**src/rtl/blk_word_fifo.sv**
```systemverilog
module blk_word_fifo #(
  parameter int AW = 5,
  parameter int CW = 11
) (
  input  logic          clk,
  input  logic          rst_n,
  input  logic          cfg_len_we,
  input  logic [CW-1:0] cfg_len,
  input  logic          cfg_cnt_we,
  input  logic [CW-1:0] cfg_cnt,
  input  logic          cfg_buf_we,
  input  logic [15:0]   cfg_buf,
  input  logic          xfer_start,
  input  logic          xfer_rx,
  input  logic          host_wr_en,
  input  logic [15:0]   host_wr_data,
  input  logic          host_rd_en,
  output logic [15:0]   host_rd_data,
  input  logic          card_rx_valid,
  input  logic [7:0]    card_rx_data,
  output logic          card_rx_ready,
  output logic          card_tx_valid,
  output logic [7:0]    card_tx_data,
  input  logic          card_tx_ready,
  output logic          dma_rx_req,
  output logic          dma_tx_req,
  output logic          flag_rx_level,
  output logic          flag_tx_level,
  output logic          xfer_done,
  output logic          busy,
  output logic [AW:0]   fill_count,
  output logic [CW:0]   bytes_left,
  output logic [CW:0]   blocks_left
);
  localparam int DEPTH = 1 << AW;
  localparam int NW = CW + 1;
  localparam logic [AW:0] FULL = DEPTH[AW:0];

  logic [15:0]   mem [DEPTH];
  logic [AW-1:0] wr_ptr, rd_ptr, af_lvl, ae_lvl;
  logic [AW:0]   count;
  logic          half, active, dir_r, done_r, rx_dma_en, tx_dma_en;
  logic [NW-1:0] blen, nblk, bcnt, kcnt;

  logic rx_hs, tx_hs, byte_ev, last_byte, rx_commit, tx_pop;
  logic host_push, host_pop, push, pop, xfer_live, rx_cond, tx_cond;

  assign last_byte     = (bcnt == NW'(1));
  assign card_rx_ready = active & dir_r & ~host_wr_en & (half | (count <= {1'b0, af_lvl}));
  assign card_tx_valid = active & ~dir_r & ~host_rd_en & (count != '0);
  assign card_tx_data  = half ? mem[rd_ptr][15:8] : mem[rd_ptr][7:0];
  assign host_rd_data  = mem[rd_ptr];

  assign rx_hs     = card_rx_valid & card_rx_ready;
  assign tx_hs     = card_tx_valid & card_tx_ready;
  assign byte_ev   = rx_hs | tx_hs;
  assign rx_commit = rx_hs & (half | last_byte);
  assign tx_pop    = tx_hs & (half | last_byte);
  assign host_push = host_wr_en & (count != FULL);
  assign host_pop  = host_rd_en & (count != '0);
  assign push      = host_push | rx_commit;
  assign pop       = host_pop | tx_pop;

  assign xfer_live     = active | (count != '0);
  assign rx_cond       = xfer_live & dir_r & (count > {1'b0, af_lvl});
  assign tx_cond       = xfer_live & ~dir_r & (count < {1'b0, ae_lvl});
  assign dma_rx_req    = rx_cond & rx_dma_en;
  assign flag_rx_level = rx_cond & ~rx_dma_en;
  assign dma_tx_req    = tx_cond & tx_dma_en;
  assign flag_tx_level = tx_cond & ~tx_dma_en;

  assign xfer_done   = done_r;
  assign busy        = active;
  assign fill_count  = count;
  assign bytes_left  = bcnt;
  assign blocks_left = kcnt;

  always_ff @(posedge clk) begin
    if (host_push)
      mem[wr_ptr] <= host_wr_data;
    else if (rx_hs && !half)
      mem[wr_ptr] <= {8'h00, card_rx_data};
    else if (rx_hs)
      mem[wr_ptr][15:8] <= card_rx_data;
  end

  always_ff @(posedge clk or negedge rst_n) begin
    if (!rst_n) begin
      wr_ptr <= '0; rd_ptr <= '0; count <= '0; half <= 1'b0;
      active <= 1'b0; dir_r <= 1'b0; done_r <= 1'b0;
      rx_dma_en <= 1'b0; tx_dma_en <= 1'b0;
      af_lvl <= '1; ae_lvl <= '0;
      blen <= NW'(1); nblk <= NW'(1); bcnt <= NW'(1); kcnt <= NW'(1);
    end else begin
      if (cfg_buf_we) begin
        rx_dma_en <= cfg_buf[15];
        af_lvl    <= cfg_buf[8 +: AW];
        tx_dma_en <= cfg_buf[7];
        ae_lvl    <= cfg_buf[0 +: AW];
      end
      if (cfg_len_we) begin
        blen <= NW'(cfg_len) + NW'(1);
        bcnt <= NW'(cfg_len) + NW'(1);
      end
      if (cfg_cnt_we) begin
        nblk <= NW'(cfg_cnt) + NW'(1);
        kcnt <= NW'(cfg_cnt) + NW'(1);
        bcnt <= cfg_len_we ? NW'(cfg_len) + NW'(1) : blen;
      end
      if (xfer_start) begin
        wr_ptr <= '0; rd_ptr <= '0; count <= '0; half <= 1'b0;
        active <= 1'b1; dir_r <= xfer_rx; done_r <= 1'b0;
      end else begin
        if (push) wr_ptr <= wr_ptr + 1'b1;
        if (pop)  rd_ptr <= rd_ptr + 1'b1;
        if (push && !pop) count <= count + 1'b1;
        else if (pop && !push) count <= count - 1'b1;
        if (byte_ev) begin
          half <= ~half & ~last_byte;
          if (last_byte) begin
            bcnt <= blen;
            if (kcnt == NW'(1)) begin
              kcnt   <= nblk;
              active <= 1'b0;
              done_r <= 1'b1;
            end else begin
              kcnt <= kcnt - 1'b1;
            end
          end else begin
            bcnt <= bcnt - 1'b1;
          end
        end
      end
    end
  end

  logic [AW-1:0] ptr_gap;
  assign ptr_gap = wr_ptr - rd_ptr;

  a_r2_no_overflow: assert property (@(posedge clk) disable iff (!rst_n) fill_count <= FULL);
  a_r2_ptr_track: assert property (@(posedge clk) disable iff (!rst_n) ptr_gap == fill_count[AW-1:0]);
  a_r10_rx_exclusive: assert property (@(posedge clk) disable iff (!rst_n) !(dma_rx_req && flag_rx_level));
  a_r11_tx_exclusive: assert property (@(posedge clk) disable iff (!rst_n) !(dma_tx_req && flag_tx_level));
  a_r9_done_stops: assert property (@(posedge clk) disable iff (!rst_n) $rose(xfer_done) |-> !busy);
  a_r12_idle_quiet: assert property (@(posedge clk) disable iff (!rst_n)
    (!busy && fill_count == '0) |-> !(dma_rx_req || dma_tx_req || flag_rx_level || flag_tx_level));
  a_r14_start_empties: assert property (@(posedge clk) disable iff (!rst_n) xfer_start |=> (fill_count == '0 && busy));
endmodule

```
**config.mk**
```make
export PLATFORM = sky130hd
export DESIGN_NAME = blk_word_fifo
export DESIGN_NICKNAME = d
export VERILOG_FILES = /design/src/rtl/blk_word_fifo.sv
export SDC_FILE = /design/constraint.sdc
export NUM_CORES = 1
export LEC_CHECK = 0
export ABC_CLOCK_PERIOD_IN_PS = 8250
export BUFFER_PORTS_ARGS = -buffer_cell sky130_fd_sc_hd__buf_2
export CAP_MARGIN = 20
export CORE_MARGIN = 2
export CORE_UTILIZATION = 50
export DETAILED_ROUTE_END_ITERATION = 12
export PLACE_DENSITY_LB_ADDON = 0.12
export REMOVE_ABC_BUFFERS = 1
export SKIP_CTS_REPAIR_TIMING = 1
export SYNTH_ARGS = -nofsm -noshare
export SYNTH_HDL_FRONTEND = slang
export SYNTH_SLANG_ARGS = --single-unit
```
**constraint.sdc**
```tcl
create_clock -name clk -period 8.25 [get_ports clk]
set_clock_uncertainty 0.2 [all_clocks]
set_input_delay 0.4125 -clock clk [delete_from_list [all_inputs] [get_ports clk]]
set_output_delay 0.4125 -clock clk [all_outputs]
set_load 0.02 [all_outputs]
```
* Word level (Yosys, flattened, before mapping)
Memories as Yosys holds them, arrays and structs flattened.
Index checks and enable logic that the tools add are counted.
Widths: inputs -> output; s select.
** Word-level totals
- Register bits after elaboration :: 80
- RAM bits :: 512
- Bits of input ports :: 73
- Output and inout bits :: 62
- Logic and storage cells :: 120
- Memories kept :: 1
** Memories
- mem :: words 32, bits a word 16, rd ports 1, clocked after memory_dff 0, wr ports 1, RTL line 39 : logic [15:0] mem [DEPTH];
** Operators by class
- Add/subtract/negate cells :: 8
- Order comparisons :: 3
- Equality and inequality tests :: 3
- Muxes and demuxes :: 40
- Bitwise operators :: 36
- Reductions and logical operators :: 14
** Operators with widths (count)
- $mux 12 :: 11
- $add 11x1->12 const B :: 2
- $eq 12x1->1 const B :: 2
- $sub 12x1->12 const B :: 2
- $and 1x1->1 :: 21
- $mux 5 :: 4
- $mux 1 :: 19
- $mux 6 :: 3
- $mux 16 :: 1
- $mux 8 :: 2
- $add 5x1->5 const B :: 2
- $reduce_bool 2->1 :: 5
- $or 1x1->1 :: 8
- $not 1->1 :: 7
- $add 6x1->6 const B :: 1
- $gt 6x5->1 :: 1
- $le 6x5->1 :: 1
- $lt 6x5->1 :: 1
- $ne 6x6->1 const B :: 1
- $reduce_bool 6->1 :: 1
- $sub 6x1->6 const B :: 1
- $logic_and 1x1->1 :: 3
- $logic_not 1->1 :: 3
- $reduce_and 3->1 :: 1
- $reduce_bool 3->1 :: 1

* Depth between registers and ports, before layout
Gate-level depths: netlist (run 1).
- Depth after elaboration :: 11
- Mapped depth :: 16

* Least setup slack after synthesis (run 1)
OpenSTA, ideal clock, no wires.
- Path kind :: register -> register
- Start :: register count[1] (netlist: fill_count[1])
- End :: memory mem[0][13] (data pin)
- Library setup time :: 0.454 ns
- Data arrival time :: 3.326 ns
- Data required time :: 7.596 ns
- Setup slack :: 4.270 ns
- Stages on the path, launching flop included :: 9
- Period minus slack after synthesis :: 3.980 ns
- Path through :: dfrtp_1 -> ha_1 -> nor2b_1 -> o21ai_0 -> a311oi_2 -> or2_2 -> buf_2 -> buf_1 -> o21ai_0
** On the way
- Cells in the longest elaborated chain, start to end :: 10
** Ends and longest elaborated chain
- start: declaration :: RTL line 41 : logic [AW:0] count;
- start signal: assignment :: RTL line 116 : if (push && !pop) count <= count + 1'b1;
- start signal: assignment :: RTL line 117 : else if (pop && !push) count <= count - 1'b1;
- $le 6x5->1 :: RTL line 49 : assign card_rx_ready = active & dir_r & ~host_wr_en & (half | (count <= {1'b0, af_lvl}));
- $or 1x1->1 :: RTL line 49
- $and 1x1->1 :: RTL line 49
- $and 1x1->1 :: RTL line 54 : assign rx_hs = card_rx_valid & card_rx_ready;
- $logic_and 1x1->1 :: RTL line 81 : else if (rx_hs && !half)
- $mux 1 :: RTL line 81
- $mux 1 :: RTL line 79 : if (host_push)
- $mux 1 (not written as such) :: RTL line 82 : mem[wr_ptr] <= {8'h00, card_rx_data};
- $mux 16 (no source line)
- $mux 8 (no source line) *
- end: declaration :: RTL line 39
Mark *: on every way between the ends. The rest lies on a longest branch, timed or not.

* Final worst setup path (run 1)
- Start :: register rd_ptr[1]
- End :: output card_tx_data[3]
** On the way
- Cells in the longest elaborated chain, start to end :: 2
** Ends and longest elaborated chain
- start: declaration :: RTL line 40 : logic [AW-1:0] wr_ptr, rd_ptr, af_lvl, ae_lvl;
- start signal: assignment :: RTL line 115 : if (pop) rd_ptr <= rd_ptr + 1'b1;
- $mem_v2 32x16
- $mux 8 :: RTL line 51 : assign card_tx_data = half ? mem[rd_ptr][15:8] : mem[rd_ptr][7:0];
- end: declaration :: RTL line 23 : output logic [7:0] card_tx_data,
No other way between the ends.

==> impl_metrics.tcl, run 1 <==
set metrics [dict create \
    cts_root_buf "clkbuf_16" \
    regArea_um2 17400 \
    max_freq_mhz 195 \
    routed_wl_um 54300 \
    dr.first_iter.drc_count 1238 \
    outcome "complete, but fails checks" \
    reg2reg_from "af_lvl[3]$_DFFE_PN1P_" \
    post-place-ws_ps 3620 \
    start_kind "register" \
    antenna_found_initial 0 \
    ys_ff_latch 592 \
    cts_buffers 59 \
    synthCells 1442 \
    cap_viol_max_count 0 \
    diodes 0 \
    multi_input_area_um2 7290 \
    maxSlewViolCount 0 \
    r2r_end "fill_count[5]$_DFFE_PN0P_" \
    synth_seq_area_share_pct 69.3 \
    regToRegSetupSlack_ps 3950 \
    grt_max_degree 70 \
    stdcell_area_um2 28600 \
    worstPathRequired_ps 7640 \
    num_rows 82 \
    hold_path_end "af_lvl[1]$_DFFE_PN1P_" \
    cts_buffer_depth 3 \
    nNetsFinal 1703 \
    drc_errors 0 \
    cp.arrival_ps 4510 \
    hp-class "in -> reg" \
    power_mw 7.78 \
    dr.pass1.iters 5 \
    irDropWorstVdd_v 0.000219 \
    grtUsageTotal_pct 21.3 \
    clk_pin_slew_worst_paths_ps 60 \
    h-tree-depth 2 \
    dp_hpwl_um 34900 \
    ant_nets 0 \
    fin_crit_ps 5120 \
    hold_violations 2 \
    synthFlopType "edfxtp_1" \
    numPortBuffers 130 \
    synth-edff-count 512 \
    timing.setup.tns_ps 0 \
    fill_cells 3851 \
    vias_per_cell 5.73 \
    setup_viol 0 \
    grt_pass1_vias 13700 \
    core_um2 49900 \
    ys_async_sr_fraction_pct 13.5 \
    start_util_pct 50.3 \
    syn_to_final_growth_pct 13.8 \
    worst_pin_slew_ps 1110 \
    worstPathMaxFanout 60 \
    min_from "cfg_buf_we" \
    violations "negative hold slack" \
    rsz0062_at_grt "no" \
    die_w_um 228 \
    avgSynthCellArea_um2 17.4 \
    holdPathStages 3 \
    cts_tree "yes" \
    die_h_um 228 \
    critPathMaxStageDelay_ps 1050 \
    place_area_um2 26500 \
    critPathSlowestCell "dfrtp_4" \
    pin_count 135 \
    gp_congestion 0.795 \
    overflow 0 \
    end_kind "output port" \
    clk_latency_ps 620 \
    yosys_warnings 0 \
    setup_slack_ps 3130 \
    die_area_um2 52000 \
    max-slew-margin-rel_pct 26.0 \
    final_core_utilization_pct 57.3 \
    critPathKind "reg -> out" \
    final_layout_size_suffix_gt1_share_pct 28.0 \
    post-route-period-util_pct 62.0 \
    leakagePower_nw 9.48 \
    cpMostUsedCell "mux2_2" \
    cts_sinks 592 \
    grt_pass1_wl_um 83500 \
    synth.distinct_cells 59 \
    powerDensity_nw_per_um2 272 \
    rr_worst_depth 14 \
    wl_per_cell_um 23.3 \
    vias 13300 \
    hold_ws_ps -17.1 \
    cp_cell_sequence "buf_4 > mux4_2 > mux2_2 > o22ai_1 > a221oi_1 > mux2_2 > buf_2" \
    netlist_area_um2 25100 \
]
-- worst max path at each step --
| stage | startpoint | end | slack, ps | depth (start not counted) |
|---|---|---|---|---|
| after detailed placement | rd_ptr[1]$_DFFE_PN0P_ | card_tx_data[3] | 3620 | 7 |
| after CTS | rd_ptr[1]$_DFFE_PN0P_ | card_tx_data[3] | 2930 | 7 |
| after global routing | rd_ptr[1]$_DFFE_PN0P_ | card_tx_data[3] | 2930 | 7 |
| after global placement | rd_ptr[1]$_DFFE_PN0P_ | card_tx_data[3] | 3650 | 7 |
| after floorplan | rd_ptr[0]$_DFFE_PN0P_ | card_tx_data[6] | 860 | 5 |
| final | rd_ptr[1]$_DFFE_PN0P_ | card_tx_data[3] | 3130 | 7 |
-- worst max-delay path, delay by kind of cell, from the launching register on --
family	cells	cell delay [ps]
flops	1	1050
buf+inv	2	930
mux	3	880
compound gates	2	1000
-- flip-flops by register name (all words and copies together) (netlist names) --
name,cells
dir_r,1
blen,12
busy,1
blocks_left,12
tx_dma_en,1
fill_count,6
ae_lvl,5
bytes_left,12
rx_dma_en,1
nblk,12
mem,512
wr_ptr,5
xfer_done,1
af_lvl,5
half,1
rd_ptr,5
-- cell usage after synthesis (3+ instances only) --
cell | number | share of area (%)
nand4_1 | 7 | 0.17
ha_1 | 24 | 1.2
edfxtp_1 | 512 | 61
a31oi_1 | 3 | 0.075
o22ai_1 | 9 | 0.22
a211oi_1 | 6 | 0.18
nor2_1 | 116 | 1.7
nand3_1 | 20 | 0.40
nand2b_1 | 5 | 0.12
buf_1 | 18 | 0.27
dfstp_2 | 9 | 0.94
mux2i_1 | 43 | 1.7
and2_1 | 6 | 0.15
mux2_1 | 3 | 0.13
mux4_2 | 144 | 13
nand2_1 | 77 | 1.2
xor2_1 | 23 | 0.80
a21oi_1 | 29 | 0.58
nor2b_1 | 7 | 0.17
a21o_1 | 8 | 0.24
clkbuf_1 | 28 | 0.42
buf_4 | 3 | 0.090
and3_1 | 4 | 0.10
o21ai_0 | 59 | 1.2
dfrtp_1 | 71 | 7.1
xnor2_1 | 18 | 0.63
or3_1 | 7 | 0.17
buf_6 | 5 | 0.22
mux2_2 | 59 | 2.6
inv_1 | 28 | 0.42
buf_2 | 17 | 0.34
or2_2 | 3 | 0.075
nor3_1 | 13 | 0.26
nor4_1 | 3 | 0.075
nand3b_1 | 3 | 0.090
o21a_1 | 15 | 0.45
a221oi_1 | 9 | 0.31
-- layer usage --
metal / up-vias / global-route usage (%) / routed length, um / share of wire [%]
met1: 6885 / 30.8 / 23700 / 44
met5: - / 0 / 0 / 0
met2: 383 / 34.1 / 26200 / 48
met3: 63 / 4.09 / 3510 / 6.5
met4: 0 / 4.78 / 911 / 1.7
li1: 6017 / - / - / -
-- cell type report --
type | count | area share (%)
Multi-Input combinational cell | 748 | 25.5
Tap cell | 672 | 2.94
Sequential cell | 592 | 60.9
Clock inverter | 27 | 0.841
Timing Repair Buffer | 173 | 3.65
Clock buffer | 85 | 5.73
Inverter | 31 | 0.407
-- logic make-up after synthesis --
group | share of synthesized area, %
AOI/OAI and AO/OA | 3.58
DFF | 69.3
and+or+nand+nor | 5.19
muxes | 17.4
adders and majority gates | 1.28
buffers and inverters | 1.80
xor gates and xnor gates | 1.43
-- power breakdown --
part,switching (mW),internal (mW),leakage (nW),total (mW)
clock network,1.10,1.50,0.909,2.60
registers,0.140,3.40,5.56,3.54
logic,0.902,0.746,3.01,1.65
-- per-stage QoR --
| stage | hold slack [ps] | std cells |
|---|---|---|
| after CTS | -577 | 2306 |
| after detailed placement | 87.3 | 2194 |
| after floorplan | -83.1 | 1371 |
| after global routing | -0.922 | 2328 |
| final | -17.1 | 2328 |
| after global placement | 77.6 | 2194 |
-- placed cells by master (no fill, tap or decap), types with 43 or more instances in the layout --
master and count:
mux4_2 144, nand2_1 77, clkbuf_16 60, mux2_2 59, o21ai_0 51, nor2_1 116
mux2i_1 43, dfrtp_1 68, buf_2 129, edfxtp_1 512
Power figures use the tool's default switching activity.
==> run 2, diff against run 1 <==
Settings changed: ABC_CLOCK_PERIOD_IN_PS 8250 to 4800.
Clock period 8.25 ns to 4.8 ns, I/O delays scaled along.
==> run 2 against run 1 <==
Compared with the run above: the flow still finishes with violations (negative hold slack); largest cell class unchanged; flip-flop and latch count unchanged; critical path depth decreased by 1; sequential share of layout area is 2.0 points lower; core utilization increased by 1.9 points; worst hold slack better by 13 ps; design area is 3.3% higher; routed wire length rose by 6.3%; clock power up 70%; total power is 74% higher; count of clock-buffer cells in the layout is 8 lower; critical path type unchanged; die area unchanged; via count is 3.9% higher; largest power group unchanged.
==> impl_metrics.tcl, run 2 (synthesis results as in run 1) <==
set metrics [dict create \
    outcome "complete, but fails checks" \
    violations "negative hold slack" \
    seqPwrFrac_pct 44.4 \
    worstPathMaxFanout 47 \
    post-route-period-util_pct 82.8 \
    cts_tree "yes" \
    cap_viol_max_count 0 \
    dr.first_iter.drc_count 1137 \
    final_layout_size_suffix_gt1_share_pct 30.5 \
    final_cell_mix "edfxtp_1 (512), mux4_2 (144), buf_2 (129)" \
    grt_pass1_vias 13700 \
    cts_root_buf "clkbuf_16" \
    fill_cells 3849 \
    maxSlewViolCount 0 \
    gp_congestion 0.809 \
    clk_pin_slew_worst_paths_ps 60 \
    start_util_pct 50.3 \
    max-slew-margin-rel_pct 40.9 \
    die_w_um 228 \
    num_rows 82 \
    vias 13900 \
    worst_pin_slew_ps 887 \
    leakagePower_nw 10.0 \
    place_inst 2258 \
    syn_to_final_growth_pct 17.6 \
    critPathSlowestCell "dfrtp_4" \
    clk_latency_ps 620 \
    die_h_um 228 \
    critPathMaxStageDelay_ps 740 \
    ant_nets 0 \
    start_kind "register" \
    cp_cell_sequence "buf_12 > mux4_2 > mux4_2 > mux2_2 > mux2_2 > buf_2" \
    multi_input_area_um2 7290 \
    routed_wl_um 57700 \
    pwr-share-comb_pct 22.9 \
    rsz0062_at_grt "no" \
    dr.pass1.iters 4 \
    die_area_um2 52000 \
    largest_reg_flops 512 \
    max_freq_mhz 252 \
    overflow 0 \
    numPortBuffers 130 \
    layout_commonest_cell "edfxtp_1" \
    critPathKind "reg -> out" \
    cts_buffers 60 \
    timing.setup.tns_ps 0 \
    power.switching_mw 3.81 \
    cts_sinks 592 \
    drc_errors 0 \
    setup_viol 0 \
    regArea_um2 17400 \
    grtUsageTotal_pct 22.0 \
    end_kind "output port" \
    antenna_found_initial 0 \
    final_core_utilization_pct 59.2 \
    fin_crit_ps 3980 \
    cp_num_buf_inv 2 \
    diodes 0 \
    grt_pass1_wl_um 85600 \
    hold_ws_ps -3.73 \
    h-tree-depth 2 \
    irDropWorstVdd_v 0.000331 \
    core_um2 49900 \
    worstPathRequired_ps 4360 \
    p_int_mw 9.70 \
    wl_per_cell_um 23.7 \
    hp-class "in -> async" \
    nNetsFinal 1811 \
    cp.arrival_ps 3540 \
    largest_register "mem" \
    cp_top_family "multiplexers" \
    power.share.clock_pct 32.7 \
    dp_hpwl_um 36400 \
    cts_buffer_depth 3 \
    powerDensity_nw_per_um2 458 \
    hold_violations 2 \
    p_sw_share_pct 28.2 \
    pin_count 135 \
    grt_max_degree 50 \
    fin_cells 2436 \
    vias_per_cell 5.69 \
]
## run 2: cell types whose count changed in the layout (fill, tap and decap cells not counted), moves of 4 or more
cell,before,now
dlygate4sd3_1,22,65
buf_12,1,6
clkinv_2,6,16
clkbuf_1,21,15
buf_4,21,80
clkbuf_8,4,0
## run 2: worst paths after layout
kind / from / end / slack, ps / cells past startpoint
worst max-delay path: rd_ptr[1]$_DFFE_PN0P_ / card_tx_data[5] / 820 / 6
worst min-delay path: rst_n / blocks_left[7]$_DFF_PN0_ / -4 / 2
worst max register to register: af_lvl[3]$_DFFE_PN1P_ / fill_count[5]$_DFFE_PN0P_ / 850 / 14
worst min register to register: nblk[11]$_DFFE_PN0P_ / nblk[11]$_DFFE_PN0P_ / 270 / 1
max in group asynchronous: rst_n / bytes_left[0]$_DFF_PN1_ / 3440 / 3
min in group clk: host_rd_en / bytes_left[2]$_DFF_PN0_ / 10 / 4
## run 2: final cells by class
class | instances | area share (%)
clock buffer | 77 | 5.45
clock inverter | 36 | 0.831
inverter | 31 | 0.394
multi-input combinational | 748 | 24.7
sequential | 592 | 59.0
tap | 672 | 2.85
timing repair buffer | 280 | 6.83
## run 2: routing by layer
metal / track usage [%] / vias up / part of all wire (%)
met2: 34.3 / 417 / 47
met5: 0 / - / 0
met1: 32.4 / 7135 / 45
met3: 3.70 / 90 / 5.9
li1: - / 6225 / -
met4: 6.47 / 0 / 2.3
## run 2: power by group through the flow
| stage | Clock [mW] | Combinational (mW) | Sequential, mW |
|---|---|---|---|
| floorplan | 0 | 1.92 | 6.34 |
| global placement | 0 | 3.06 | 6.09 |
| detailed placement | 0 | 3.08 | 6.10 |
| CTS | 4.51 | 3.10 | 6.00 |
| global route | 4.71 | 3.33 | 6.02 |
| finish | 4.42 | 3.10 | 6.00 |
## run 2: metrics by stage
step           cell area (um^2)  power (mW)  setup slack, ps
2_1_floorplan             24800        8.26            -2420
3_3_place_gp              27000        9.15              962
3_5_place_dp              27000        9.19              912
4_1_cts                   28900        13.6              804
5_1_grt                   29500        14.1              629
6_report                  29500        13.5              825
==> run 3, diff against run 2 <==
Settings changed: ABC_CLOCK_PERIOD_IN_PS 4800 to 3400.
Clock period 4.8 ns to 3.4 ns, I/O delays scaled along.
==> run 3 against run 2 <==
Compared with the run above: the run ends with negative hold slack, negative setup slack left; core utilization is 3.6 points higher; worst setup slack worse by 1100 ps; sequential power is 40% higher; global-route usage is 0.25 points higher; register-to-register slack worse by 890 ps; cell count is 6.1% higher; critical path depth is 1 higher; count of clock-buffer cells in the layout is 2 lower.
==> impl_metrics.tcl, run 3 (synthesis results as in run 1) <==
set metrics [dict create \
    outcome "complete, but fails checks" \
    violations "negative hold slack, negative setup slack" \
    irDropWorstVdd_v 0.000470 \
    setup_slack_ps -280 \
    grt_pass1_vias 14400 \
    hold_ws_ps -27.5 \
    dr.pass1.iters 5 \
    final_cell_mix "edfxtp_1 (512), buf_4 (162), mux4_2 (144)" \
    grtUsageTotal_pct 22.3 \
    numPortBuffers 130 \
    overflow 0 \
    start_kind "register" \
    hold_violations 13 \
    max-slew-margin-rel_pct 46.7 \
    wl_per_cell_um 23.2 \
    die_h_um 228 \
    worstPathRequired_ps 3030 \
    leakagePower_nw 10.9 \
    max_freq_mhz 272 \
    maxSlewViolCount 0 \
    syn_to_final_growth_pct 24.8 \
    gp_congestion 0.798 \
    routed_wl_um 59900 \
    worstPathMaxFanout 8 \
    start_util_pct 50.3 \
    critPathKind "reg -> out" \
    cap_viol_max_count 0 \
    end_kind "output port" \
    dp_hpwl_um 37900 \
    largest_register "mem" \
    cts_sinks 592 \
    post-place-ws_ps -265 \
    nNetsFinal 1960 \
    dr.first_iter.drc_count 994 \
    grt_max_degree 57 \
    cts_buffer_depth 3 \
    largest_reg_flops 512 \
    final_layout_size_suffix_gt1_share_pct 34.6 \
    num_rows 82 \
    cp.arrival_ps 3310 \
    layout_commonest_cell "edfxtp_1" \
    final_core_utilization_pct 62.8 \
    antenna_found_initial 2 \
    worst_pin_slew_ps 800 \
    clk_latency_ps 630 \
    die_area_um2 52000 \
    powerDensity_nw_per_um2 647 \
    cts_buffers 59 \
    h-tree-depth 2 \
    core_um2 49900 \
    ant_nets 0 \
    post-route-period-util_pct 108 \
    cts_tree "yes" \
    hp-class "in -> async" \
    rsz0062_at_grt "yes" \
    fill_cells 3614 \
    cts_root_buf "clkbuf_16" \
    grt_pass1_wl_um 87200 \
    vias 14500 \
    fin_crit_ps 3680 \
    setup_viol 13 \
    clk_pin_slew_worst_paths_ps 60 \
    vias_per_cell 5.60 \
    drc_errors 0 \
    pin_count 135 \
    timing.setup.tns_ps -2110 \
    die_w_um 228 \
]
-- run 3: changes by cell type in the layout (fill, tap and decap cells not counted), sizes merged --
| cell | previous run | this run |
|---|---|---|
| clkbuf | 77 | 80 |
| diode | 0 | 2 |
| buf | 215 | 317 |
| bufinv | 2 | 4 |
| dlygate4sd3 | 65 | 108 |
| clkinvlp | 4 | 3 |
| clkinv | 29 | 26 |
-- run 3: where the power goes --
group	switching, mW	total (mW)	leakage, nW	internal, mW
clock	2.75	6.30	0.910	3.55
sequential	0.150	8.39	5.56	8.24
combinational	2.73	5.57	4.45	2.84
-- run 3: metal layers --
layer  GRT usage [%]  vias to the layer above  wire, um
met1            31.6                     7481     25600
met2            35.9                      387     29800
met3            4.59                       76      3380
met5               0                        -         0
li1                -                     6535         -
met4            5.49                        0      1060
-- run 3: stage by stage --
stage	total power [mW]	hold slack, ps	instance area (um^2)	cells
floorplan	11.5	-326	24800	1371
global placement	13.2	82.7	27700	2336
detailed placement	13.3	90.2	27700	2336
CTS	19.6	-584	29600	2445
global route	21.1	6.68	31300	2583
finish	20.3	-27.5	31300	2584
-- run 3: worst max-delay path, stage by stage, from the launching register on --
cell,delay [ps]
dfrtp_4,500
buf_12,170
buf_16,150
mux4_2,560
mux4_2,530
mux2_4,310
mux2_4,300
buf_6,140
-- run 3: final cells by class --
| type | count | area (um^2) | share of cell area (%) |
|---|---|---|---|
| Clock buffer | 75 | 1560 | 4.97 |
| Tap cell | 672 | 841 | 2.69 |
| Sequential cell | 592 | 17400 | 55.6 |
| Antenna cell | 2 | 5.00 | 0.0160 |
| Timing Repair Buffer | 430 | 3630 | 11.6 |
| Clock inverter | 34 | 314 | 1.00 |
| Multi-Input combinational cell | 748 | 7450 | 23.8 |
| Inverter | 31 | 116 | 0.372 |
-- run 3: final timing paths --
check / slack [ps] / endpoint / startpoint / cells after the start
max in group asynchronous: 2330 / blen[8]$_DFF_PN0_ / rst_n / 3
min: -30 / nblk[4]$_DFFE_PN0P_ / rst_n / 2
min reg2reg: 270 / nblk[4]$_DFFE_PN0P_ / nblk[4]$_DFFE_PN0P_ / 1
max reg2reg: -40 / fill_count[5]$_DFFE_PN0P_ / af_lvl[2]$_DFFE_PN1P_ / 14
min in group clk: 10 / bytes_left[7]$_DFF_PN0_ / card_tx_ready / 4
max: -280 / card_tx_data[4] / rd_ptr[0]$_DFFE_PN0P_ / 7
